--- src/rtl/angle_link_pkg.sv ---
package angle_link_pkg;

    localparam int POS_W     = 8;
    localparam int CRC_W     = 4;
    localparam int PAYLOAD_W = POS_W + 1;
    localparam int FRAME_W   = PAYLOAD_W + CRC_W;

    // Low-order taps of the generator x^4 + x + 1
    localparam logic [CRC_W-1:0] CRC_TAPS = 4'b0011;

    typedef enum logic [2:0] {
        PH_IDLE,
        PH_HOLD,
        PH_DATA,
        PH_FWD,
        PH_DONE,
        PH_SLEEP
    } phase_e;

    // Transmit order is the packed order: pos MSB first, then err, then crc MSB first
    typedef struct packed {
        logic [POS_W-1:0] pos;
        logic             err;
        logic [CRC_W-1:0] crc;
    } frame_t;

    function automatic logic [CRC_W-1:0] crc_fold(
        input logic [CRC_W-1:0]     seed,
        input logic [PAYLOAD_W-1:0] data
    );
        logic [CRC_W-1:0] c;
        logic             fb;
        c = seed;
        for (int i = PAYLOAD_W - 1; i >= 0; i--) begin
            fb = c[CRC_W-1] ^ data[i];
            c  = {c[CRC_W-2:0], 1'b0};
            if (fb) begin
                c = c ^ CRC_TAPS;
            end
        end
        return c;
    endfunction

    function automatic frame_t build_frame(
        input logic [POS_W-1:0] pos,
        input logic             err,
        input logic [CRC_W-1:0] seed
    );
        frame_t f;
        f.pos = pos;
        f.err = err;
        f.crc = crc_fold(seed, {pos, err});
        return f;
    endfunction

    function automatic logic phase_active(input phase_e p);
        return (p == PH_HOLD) || (p == PH_DATA) || (p == PH_FWD);
    endfunction

endpackage

--- src/rtl/asl_input_sync.sv ---
module asl_input_sync #(
    parameter int          STAGES  = 2,
    parameter int          WIDTH   = 3,
    parameter logic [WIDTH-1:0] RST_VAL = '0
) (
    input  logic             clk,
    input  logic             rst,
    input  logic [WIDTH-1:0] async_i,
    output logic [WIDTH-1:0] sync_o
);

    logic [WIDTH-1:0] stage_q [STAGES];

    for (genvar s = 0; s < STAGES; s++) begin : g_stage
        if (s == 0) begin : g_first
            always_ff @(posedge clk) begin
                if (rst) stage_q[s] <= RST_VAL;
                else     stage_q[s] <= async_i;
            end
        end else begin : g_next
            always_ff @(posedge clk) begin
                if (rst) stage_q[s] <= RST_VAL;
                else     stage_q[s] <= stage_q[s-1];
            end
        end
    end

    assign sync_o = stage_q[STAGES-1];

endmodule

--- src/rtl/asl_quiet_timer.sv ---
module asl_quiet_timer #(
    parameter int LIMIT = 1875
) (
    input  logic clk,
    input  logic rst,
    input  logic active_i,
    input  logic rise_i,
    output logic timeout_o
);

    localparam int CNT_W = $clog2(LIMIT + 1);

    logic [CNT_W-1:0] count_q;

    always_ff @(posedge clk) begin
        if (rst || !active_i || rise_i) begin
            count_q <= '0;
        end else if (count_q != CNT_W'(LIMIT)) begin
            count_q <= count_q + 1'b1;
        end
    end

    assign timeout_o = active_i && !rise_i && (count_q == CNT_W'(LIMIT - 1));


    quiet_restart_chk: assert property (@(posedge clk) disable iff (rst)
        rise_i |=> (count_q == '0));


    single_timeout_chk: assert property (@(posedge clk) disable iff (rst)
        timeout_o |=> !timeout_o);

endmodule

--- src/rtl/asl_frame_engine.sv ---
module asl_frame_engine
    import angle_link_pkg::*;
#(
    parameter int HOLD_EDGES = 2
) (
    input  logic             clk,
    input  logic             rst,
    input  logic             rise_i,
    input  logic             sdi_i,
    input  logic             sleep_i,
    input  logic             slow_i,
    input  logic             timeout_i,
    input  logic [POS_W-1:0] pos_i,
    input  logic             err_i,
    input  logic [CRC_W-1:0] seed_i,
    output logic             sdo_o,
    output logic             active_o,
    output logic             handoff_o
);

    localparam int HOLD_W = (HOLD_EDGES > 0) ? $clog2(HOLD_EDGES + 1) : 1;
    localparam int BIT_W  = $clog2(FRAME_W);

    phase_e              phase_q;
    frame_t              shreg_q;
    logic [HOLD_W-1:0]   hold_q;
    logic [BIT_W-1:0]    bit_q;
    logic                sdo_q;
    logic                handoff_q;

    always_ff @(posedge clk) begin
        if (rst) begin
            phase_q   <= PH_IDLE;
            shreg_q   <= '0;
            hold_q    <= '0;
            bit_q     <= '0;
            sdo_q     <= 1'b1;
            handoff_q <= 1'b0;
        end else begin
            handoff_q <= 1'b0;
            if (sleep_i) begin
                phase_q <= PH_SLEEP;
                sdo_q   <= 1'b1;
            end else begin
                unique case (phase_q)
                    PH_SLEEP: begin
                        phase_q <= PH_IDLE;
                        sdo_q   <= 1'b1;
                    end
                    PH_IDLE: begin
                        if (rise_i) begin
                            shreg_q <= build_frame(pos_i, err_i, seed_i);
                            hold_q  <= '0;
                            sdo_q   <= 1'b0;
                            phase_q <= PH_HOLD;
                        end
                    end
                    PH_HOLD: begin
                        if (timeout_i) begin
                            phase_q <= PH_IDLE;
                            sdo_q   <= 1'b1;
                        end else if (rise_i) begin
                            if (hold_q == HOLD_W'(HOLD_EDGES)) begin
                                sdo_q   <= 1'b1;
                                bit_q   <= '0;
                                phase_q <= PH_DATA;
                            end else begin
                                hold_q  <= hold_q + 1'b1;
                                sdo_q   <= 1'b0;
                            end
                        end
                    end
                    PH_DATA: begin
                        if (timeout_i) begin
                            phase_q <= PH_IDLE;
                            sdo_q   <= 1'b1;
                        end else if (rise_i) begin
                            sdo_q   <= shreg_q[FRAME_W-1];
                            shreg_q <= frame_t'({shreg_q} << 1);
                            bit_q   <= bit_q + 1'b1;
                            if (bit_q == BIT_W'(FRAME_W - 1)) begin
                                phase_q <= PH_FWD;
                            end
                        end
                    end
                    PH_FWD: begin
                        if (timeout_i) begin
                            if (slow_i) begin
                                phase_q   <= PH_DONE;
                                handoff_q <= 1'b1;
                                sdo_q     <= sdi_i;
                            end else begin
                                phase_q   <= PH_IDLE;
                                sdo_q     <= 1'b1;
                            end
                        end else if (rise_i) begin
                            sdo_q <= sdi_i;
                        end
                    end
                    PH_DONE: begin
                        sdo_q <= sdi_i;
                    end
                    default: begin
                        phase_q <= PH_IDLE;
                        sdo_q   <= 1'b1;
                    end
                endcase
            end
        end
    end

    assign sdo_o     = sdo_q;
    assign active_o  = phase_active(phase_q);
    assign handoff_o = handoff_q;


    ack_low_chk: assert property (@(posedge clk) disable iff (rst)
        (rise_i && !sleep_i && phase_q == PH_IDLE) |=> !sdo_q);


    start_high_chk: assert property (@(posedge clk) disable iff (rst)
        (rise_i && !sleep_i && !timeout_i && phase_q == PH_HOLD
         && hold_q == HOLD_W'(HOLD_EDGES)) |=> sdo_q);


    idle_high_chk: assert property (@(posedge clk) disable iff (rst)
        (phase_q == PH_IDLE) |-> sdo_q);


    sleep_quiet_chk: assert property (@(posedge clk) disable iff (rst)
        (phase_q == PH_SLEEP) |-> sdo_q);


    handoff_done_chk: assert property (@(posedge clk) disable iff (rst)
        handoff_q |-> (phase_q == PH_DONE));

endmodule

--- src/rtl/asl_chain_power.sv ---
module asl_chain_power (
    input  logic clk,
    input  logic rst,
    input  logic sleep_i,
    input  logic slow_i,
    input  logic handoff_i,
    output logic next_n_o
);

    logic next_n_q;

    always_ff @(posedge clk) begin
        if (rst) begin
            next_n_q <= 1'b1;
        end else if (sleep_i) begin
            next_n_q <= 1'b1;
        end else if (!slow_i) begin
            next_n_q <= 1'b0;
        end else if (handoff_i) begin
            next_n_q <= 1'b0;
        end
    end

    assign next_n_o = next_n_q;


    sleep_next_chk: assert property (@(posedge clk) disable iff (rst)
        sleep_i |=> next_n_q);


    hand_low_chk: assert property (@(posedge clk) disable iff (rst)
        (slow_i && !sleep_i && handoff_i) |=> !next_n_q);


    fast_follow_chk: assert property (@(posedge clk) disable iff (rst)
        !slow_i |=> (next_n_q == $past(sleep_i)));

endmodule

--- src/rtl/angle_serial_link.sv ---
module angle_serial_link
    import angle_link_pkg::*;
#(
    parameter int SYNC_STAGES  = 2,
    parameter int HOLD_EDGES   = 2,
    parameter int QUIET_CYCLES = 1875
) (
    input  logic             clk,
    input  logic             rst,
    input  logic             sclk_in,
    input  logic             sdi_in,
    input  logic             sleep_in,
    input  logic             slow_mode,
    input  logic [POS_W-1:0] pos_in,
    input  logic             err_in,
    input  logic [CRC_W-1:0] seed_in,
    output logic             sdo_out,
    output logic             next_n_out
);

    localparam int SYNC_W = 3;
    localparam logic [SYNC_W-1:0] SYNC_RST = 3'b100;

    logic [SYNC_W-1:0] raw_in;
    logic [SYNC_W-1:0] synced;
    logic              sclk_s, sdi_s, sleep_s;
    logic              sclk_prev_q;
    logic              rise;
    logic              active, timeout, handoff;

    assign raw_in = {sleep_in, sdi_in, sclk_in};

    asl_input_sync #(
        .STAGES  (SYNC_STAGES),
        .WIDTH   (SYNC_W),
        .RST_VAL (SYNC_RST)
    ) u_sync (
        .clk     (clk),
        .rst     (rst),
        .async_i (raw_in),
        .sync_o  (synced)
    );

    assign sclk_s  = synced[0];
    assign sdi_s   = synced[1];
    assign sleep_s = synced[2];

    always_ff @(posedge clk) begin
        if (rst) sclk_prev_q <= 1'b0;
        else     sclk_prev_q <= sclk_s;
    end

    assign rise = sclk_s && !sclk_prev_q;

    asl_quiet_timer #(
        .LIMIT (QUIET_CYCLES)
    ) u_timer (
        .clk       (clk),
        .rst       (rst),
        .active_i  (active),
        .rise_i    (rise),
        .timeout_o (timeout)
    );

    asl_frame_engine #(
        .HOLD_EDGES (HOLD_EDGES)
    ) u_engine (
        .clk       (clk),
        .rst       (rst),
        .rise_i    (rise),
        .sdi_i     (sdi_s),
        .sleep_i   (sleep_s),
        .slow_i    (slow_mode),
        .timeout_i (timeout),
        .pos_i     (pos_in),
        .err_i     (err_in),
        .seed_i    (seed_in),
        .sdo_o     (sdo_out),
        .active_o  (active),
        .handoff_o (handoff)
    );

    asl_chain_power u_power (
        .clk       (clk),
        .rst       (rst),
        .sleep_i   (sleep_s),
        .slow_i    (slow_mode),
        .handoff_i (handoff),
        .next_n_o  (next_n_out)
    );

endmodule

--- config.mk ---
export PLATFORM = sky130hd
export DESIGN_NAME = angle_serial_link
export DESIGN_NICKNAME = d
export VERILOG_FILES = /design/src/rtl/angle_link_pkg.sv /design/src/rtl/asl_input_sync.sv /design/src/rtl/asl_quiet_timer.sv /design/src/rtl/asl_frame_engine.sv /design/src/rtl/asl_chain_power.sv /design/src/rtl/angle_serial_link.sv
export SDC_FILE = /design/constraint.sdc
export NUM_CORES = 1
export LEC_CHECK = 0
export BUFFER_PORTS_ARGS = -buffer_cell sky130_fd_sc_hd__buf_2
export CORE_MARGIN = 3
export CORE_UTILIZATION = 45
export CTS_CLUSTER_DIAMETER = 100
export DETAILED_ROUTE_END_ITERATION = 10
export GPL_TIMING_DRIVEN = 1
export MAX_ROUTING_LAYER = met4
export PLACE_DENSITY = 0.69
export SYNTH_ARGS = -nofsm -noshare
export SYNTH_HDL_FRONTEND = slang
export SYNTH_SLANG_ARGS = --single-unit
--- constraint.sdc ---
create_clock -name clk -period 4.4 [get_ports clk]
set_input_delay 0.66 -clock clk [delete_from_list [all_inputs] [get_ports clk]]
set_output_delay 0.66 -clock clk [all_outputs]
set_load 0.02 [all_outputs]
# Word level (Yosys, flattened, before mapping)
# Memories as Yosys holds them, arrays and structs flattened.
# Index checks and enable logic that the tools add are counted.
dict set report word_totals {
  ff_bits 37
  mem_bits_rw 6
  inputBits 19
  output_inout_bits 2
  word_cells 176
  memories 1
}
# memory words width read_ports rd_ports_with_merged_regs write_ports line_no
set mem_list {}
lappend mem_list {u_sync.stage_q 2 3 2 0 2 asl_input_sync.sv:12} ;# logic [WIDTH-1:0] stage_q [STAGES];
dict set report classes {
  add_sub_neg 3
  eq_ne 29
  mux 85
  bitwise 24
  n_reduce_logical 22
}
# cell count
set op_table {}
lappend op_table {{4-bit two-way mux} 37}
lappend op_table {{13-bit two-way mux} 3}
lappend op_table {{3-bit two-way mux} 12}
lappend op_table {{2-bit two-way mux} 13}
lappend op_table {{13-bit case mux with 2 select lines} 1}
lappend op_table {{7-bit AND reduction} 3}
lappend op_table {{2-bit NOT} 9}
lappend op_table {{2-bit inequality test, second input constant} 8}
lappend op_table {{1-bit two-way mux} 15}
lappend op_table {{3-bit inequality test, second input constant} 5}
lappend op_table {{3-bit case mux with 5 select lines} 1}
lappend op_table {{11-bit by 1-bit adder with 11-bit output, second input constant} 1}
lappend op_table {{11-bit equality test, second input constant} 1}
lappend op_table {{11-bit inequality test, second input constant} 1}
lappend op_table {{1-bit XOR} 9}
lappend op_table {{4-bit by 3-bit inequality test with 1-bit output, second input constant} 2}
lappend op_table {{4-bit inequality test, second input constant} 2}
lappend op_table {{4-bit case mux with 2 select lines} 1}
lappend op_table {{3-bit by 2-bit equality test with 1-bit output, second input constant} 2}
lappend op_table {{3-bit by 2-bit inequality test with 1-bit output, second input constant} 2}
lappend op_table {{6-bit AND reduction} 1}
lappend op_table {{2-bit nonzero test} 3}
lappend op_table {{1-bit case mux with 5 select lines} 1}
lappend op_table {{5-bit AND reduction} 1}
lappend op_table {{17 further kinds} 29}

# Longest topological paths before layout
dict set report depth {
  depth_word 52
  depth_mapped 7
}

# Modules after synthesis
# A second synthesis with hierarchy kept.
dict set report hier_totals {
  hier_cells 241
  area_unflattened_um2 2272.2
}
# mod instances cells_each area_each_um2
set modules_own_cells {}
lappend modules_own_cells {asl_frame_engine 1 159 1458.9}
lappend modules_own_cells {asl_quiet_timer 1 64 574.3}
lappend modules_own_cells {asl_input_sync 1 12 157.7}
lappend modules_own_cells {angle_serial_link 1 3 47.5}
lappend modules_own_cells {asl_chain_power 1 3 33.8}

# Least setup slack after synthesis
# OpenSTA, ideal clock, no wires.
dict set report synth_path {
  path_type {input to register}
  start {input port pos_in[7]}
  end {register u_engine.shreg_q[2] (netlist name)}
  setup_ns 0.142
  arrival_time_ns 1.665
  required_ns 4.258
  slack_ns 2.593
  cell_stages 5
  n_path_buf 0
  cell_sequence {xnor2_1 > xor2_1 > xnor3_1 > nand2_1 > a311oi_1}
}
dict set report synth_via {
  elab_chain_len 42
  word_cells_on_any_way 48
  classes_between {40 x mux; 8 x bitwise}
}
# element line_no
set synth_lines {}
lappend synth_lines {{start, declared} angle_serial_link.sv:14} ;# input logic [POS_W-1:0] pos_in,
lappend synth_lines {{1-bit XOR *} angle_link_pkg.sv:35} ;# fb = c[CRC_W-1] ^ data[i];
lappend synth_lines {{2-bit two-way mux *} angle_link_pkg.sv:37} ;# if (fb) begin
lappend synth_lines {{4-bit two-way mux *} asl_frame_engine.sv:51} ;# if (rise_i) begin
lappend synth_lines {{4-bit two-way mux *} asl_frame_engine.sv:45} ;# unique case (phase_q)
lappend synth_lines {{4-bit two-way mux *} asl_frame_engine.sv:41} ;# if (sleep_i) begin
lappend synth_lines {{4-bit two-way mux *} asl_frame_engine.sv:32} ;# if (rst) begin
lappend synth_lines {{4-bit two-way mux *} asl_frame_engine.sv:51}
lappend synth_lines {{4-bit two-way mux *} asl_frame_engine.sv:45}
lappend synth_lines {{[... 26 more ...]} n/a}
lappend synth_lines {{2-bit NOT (no source line) / 1-bit XOR (equally long branches)} n/a}
lappend synth_lines {{2-bit two-way mux *} angle_link_pkg.sv:37}
lappend synth_lines {{4-bit two-way mux *} asl_frame_engine.sv:51}
lappend synth_lines {{4-bit two-way mux *} asl_frame_engine.sv:45}
lappend synth_lines {{4-bit two-way mux *} asl_frame_engine.sv:41}
lappend synth_lines {{4-bit two-way mux *} asl_frame_engine.sv:32}
lappend synth_lines {{13-bit two-way mux *} asl_frame_engine.sv:51}
lappend synth_lines {{13-bit case mux with 2 select lines *} asl_frame_engine.sv:45}
lappend synth_lines {{end signal, assigned} asl_frame_engine.sv:52} ;# shreg_q <= build_frame(pos_i, err_i, seed_i);
lappend synth_lines {{end signal, assigned} asl_frame_engine.sv:79} ;# shreg_q <= frame_t'({shreg_q} << 1);
lappend synth_lines {{end, declared} asl_frame_engine.sv:25} ;# frame_t shreg_q;
# Mark *: on every way between the ends. The rest lies on a longest branch, timed or not. The select of a mux whose other input is x is not followed.
# A chain may end at the register's enable or synchronous reset.

# Worst setup path after layout
dict set report layout_path {
  start {register u_engine.phase_q[2]}
  end {register u_engine.sdo_q, in the netlist u_engine.sdo_o}
}
dict set report layout_via {
  elab_chain_len 7
  word_cells_on_any_way 18
  classes_between {8 x eq/ne; 4 x mux; 6 x reduce/logical}
}
# element line_no
set layout_lines {}
lappend layout_lines {{start, declared} asl_frame_engine.sv:24} ;# phase_e phase_q;
lappend layout_lines {{start signal, assigned} asl_frame_engine.sv:33} ;# phase_q <= PH_IDLE;
lappend layout_lines {{start signal, assigned} asl_frame_engine.sv:42} ;# phase_q <= PH_SLEEP;
lappend layout_lines {{start signal, assigned} asl_frame_engine.sv:47} ;# phase_q <= PH_IDLE;
lappend layout_lines {{3-bit by 1-bit equality test with 1-bit output / 3-bit by 2-bit equality test with 1-bit output (equally long branches)} {angle_link_pkg.sv:57, asl_frame_engine.sv:45}}
lappend layout_lines {{1-bit logical OR (2 in series)} angle_link_pkg.sv:57} ;# return (p == PH_HOLD) || (p == PH_DATA) || (p == PH_FWD);
lappend layout_lines {{1-bit logical AND (2 in series)} asl_quiet_timer.sv:23} ;# assign timeout_o = active_i && !rise_i && (count_q == CNT_W'(LIMIT - 1));
lappend layout_lines {{1-bit two-way mux (tied with other cells)} asl_frame_engine.sv:87} ;# if (timeout_i) begin
lappend layout_lines {{1-bit case mux with 5 select lines / 4-bit AND reduction (equally long branches)} n/a}
lappend layout_lines {{end signal, assigned} asl_frame_engine.sv:91} ;# sdo_q <= sdi_i;
lappend layout_lines {{end signal, assigned} asl_frame_engine.sv:97} ;# sdo_q <= sdi_i;
lappend layout_lines {{end signal, assigned} asl_frame_engine.sv:101} ;# sdo_q <= sdi_i;
lappend layout_lines {{end, declared} asl_frame_engine.sv:28} ;# logic sdo_q;
# Parallel ways exist; a longest one is shown, timed or not.

==> impl_metrics.env <==
export IMPL_place_port_buffers=20
export IMPL_fmax_mhz=526
export IMPL_wl_um=3860
export IMPL_hold_end="u_sync.stage_q[1][2]$_SDFF_PP1_"
export IMPL_yosys_warnings=0
export IMPL_fillerInstances=436
export IMPL_core_area_sq_um=4470
export IMPL_fp_dieH_um=74.9
export IMPL_area_growth_pct=10.4
export IMPL_irDropWorstVdd_v=0.000318
export IMPL_synth_cells=247
export IMPL_r2r_worst_path_cells=5
export IMPL_cts_root_buf="clkbuf_8"
export IMPL_path_clk_slew_ns=0.08
export IMPL_grt_max_degree=33
export IMPL_status="finished clean"
export IMPL_holdBufCountCts=0
export IMPL_worst_r2r_startpoint="u_engine.phase_q[2]$_SDFFE_PP0P_"
export IMPL_initial_core_util_pct=47.7
export IMPL_cts_buffer_depth=2
export IMPL_critical_path_max_fanout=16
export IMPL_rrSetupSlack_ns=2.50
export IMPL_ys_seq_area_share_pct=40.4
export IMPL_required_ns=4.63
export IMPL_remaining_drc_errors=0
export IMPL_viasPerCell=5.35
export IMPL_cts_buffers=5
export IMPL_synth_top_area_share_pct=40.4
export IMPL_final_hold_viol_count=0
export IMPL_syn_area_per_cell_sq_um=8.64
export IMPL_clock_skew_ns=0.0148
export IMPL_place_congestion=0.802
export IMPL_cts_sinks=43
export IMPL_clock_latency_ns=0.30
export IMPL_finalSetupTns_ns=0
export IMPL_synth_flop_cell="dfxtp_1"
export IMPL_first_pass_iters=4
export IMPL_synthesis_nets=271
export IMPL_min_path_type="reg -> reg"
export IMPL_layout_drive_gt1_share_pct=13.7
export IMPL_synth_seq_cells=43
export IMPL_async_reset_ff_share_pct=0
export IMPL_worst_pin_slew_ns=1.08
export IMPL_layout_common_cells="dfxtp_1, nand2_1, nor2_1, buf_2, xnor2_1"
export IMPL_synth_area_top_cells="dfxtp_1, nand2_1, nor2_1"
export IMPL_fin_crit_sh_pct=43.2
export IMPL_holdPathStages=1
export IMPL_syn_area_sq_um=2130
export IMPL_worst_setup_path_end_kind="flop"
export IMPL_dieArea_sq_um=5600
export IMPL_die_w_um=74.9
export IMPL_netlist_top_cell_by_area="dfxtp_1"
export IMPL_power_leakage_nw=0.854
export IMPL_grt_antenna_before_repair=0
export IMPL_grt_usage_pct=16.1
export IMPL_drt_iter0_drc=50
export IMPL_cts_tree="done"
export IMPL_postCtsSetupBuffers=0
export IMPL_final_antenna_net_count=0
export IMPL_rows=24
export IMPL_dpl_hpwl_um=2760
export IMPL_diodes=0
export IMPL_first_global_vias=1551
export IMPL_wl_per_cell_um=12.3
export IMPL_grt_ovfl_total=0
export IMPL_min_delay_start="u_sync.stage_q[0][2]$_SDFF_PP1_"
export IMPL_utilization_pct=52.6
export IMPL_max_cap_violations=0
export IMPL_cts_repair_resized=0
export IMPL_maxSlewHeadroom_pct=27.3
export IMPL_worst_hold_slack_ns=0.418
export IMPL_synth_edff_count=0
export IMPL_crit_arrival_ns=2.12
export IMPL_via_count=1680
export IMPL_timing_rr_end="u_engine.sdo_o$_SDFFE_PP1P_"
export IMPL_worstSetupPathType="reg -> reg"
export IMPL_rsz0062_at_grt="no"
export IMPL_pin_count=21
export IMPL_setup_violations=0
export IMPL_cp_start_kind="flop"
export IMPL_synth_cell_types=43
export IMPL_final_common_cell="dfxtp_1"
export IMPL_drv_slew=0
export IMPL_grt_pass1_wl_um=6860
export IMPL_nets=286
export IMPL_pwr_density_cell_nw_per_um2=331
export IMPL_period_minus_slack_ns=1.90
export IMPL_htree_num_levels=2
[cell type report]
cell class / count / area, sq um / area share (%)
multi-input cells: 185 / 1200 / 51.0
well taps: 52 / 65.1 / 2.76
flip-flops and latches: 43 / 861 / 36.6
inverters: 7 / 26.3 / 1.12
clock buffers: 6 / 72.6 / 3.08
clock inverters: 1 / 30.0 / 1.28
repair buffers: 20 / 100 / 4.25
[worst max-delay path, stage by stage (launching register included)]
cell and delay, ns:
dfxtp_1 0.58, nor2_1 0.12, nand2_1 0.43, mux2i_1 0.18, a221o_1 0.38, a31oi_1 0.15
[synthesized netlist by cell type, types with 2 or more instances]
library cell / n
a211oi_1: 3
a21oi_1: 9
a311oi_1: 12
a31oi_1: 2
and3_1: 4
buf_2: 2
clkbuf_1: 9
dfxtp_1: 43
ha_1: 5
inv_1: 7
mux2i_1: 2
nand2_1: 40
nand2b_1: 4
nand3_1: 9
nand3b_1: 3
nor2_1: 33
nor2b_1: 7
nor4_1: 2
nor4_2: 2
o21ai_0: 2
or2_2: 2
or3_1: 2
xnor2_1: 13
xnor3_1: 2
xor2_1: 10
[routing by layer]
metal  GRT usage [%]  vias up  routed length [um]
met4            5.93        0                  65
met2            25.1       24                1760
met1            20.2      773                1890
met3            4.01        6                 130
met5               -        -                   0
li1                -      877                   -
[report_power, final]
part / internal [mW] / total [mW] / switching, mW
Clock: 0.166 / 0.296 / 0.129
Sequential: 0.395 / 0.403 / 0.00775
Combinational: 0.0434 / 0.0805 / 0.0371
Total: 0.605 / 0.779 / 0.174
[metrics by stage]
step / cells / instance area (sq um) / worst slack (ns) / total power, mW
6_report: 314 / 2350 / 2.50 / 0.779
3_3_place_gp: 307 / 2250 / 2.36 / 0.492
4_1_cts: 314 / 2350 / 2.49 / 0.790
2_1_floorplan: 247 / 2130 / 2.59 / 0.474
3_5_place_dp: 307 / 2250 / 2.34 / 0.493
5_1_grt: 314 / 2350 / 2.26 / 0.813
[worst max path at each step]
stage / startpoint / to / slack (ns)
CTS: u_engine.phase_q[2]$_SDFFE_PP0P_ / u_engine.sdo_o$_SDFFE_PP1P_ / 2.49
global route: u_engine.phase_q[0]$_SDFFE_PP0P_ / u_engine.bit_q[3]$_SDFFE_PP0P_ / 2.26
detailed placement: pos_in[6] / u_engine.shreg_q[1]$_SDFFE_PP0P_ / 2.34
finish: u_engine.phase_q[2]$_SDFFE_PP0P_ / u_engine.sdo_o$_SDFFE_PP1P_ / 2.50
floorplan: pos_in[7] / u_engine.shreg_q[2]$_SDFFE_PP0P_ / 2.59
global placement: pos_in[7] / u_engine.shreg_q[2]$_SDFFE_PP0P_ / 2.36
[sequential cells by signal, indices dropped and copies added, names as in the netlist]
name	count
u_engine.shreg_q	13
u_timer.count_q	11
u_sync.stage_q	6
u_engine.bit_q	4
u_engine.phase_q	3
u_engine.hold_q	2
sclk_prev_q	1
u_engine.handoff_o	1
u_engine.sdo_o	1
u_power.next_n_o	1
[kinds of logic after synthesis]
logic type | after synthesis | share of synthesized area, %
compound gates | 36 | 12.5
buf+inv | 19 | 3.81
fa+ha+maj | 5 | 2.93
mux | 3 | 1.47
xor+xnor | 25 | 11.6
simple gates | 116 | 27.4
flops | 43 | 40.4
Power figures use the tool's default switching activity.
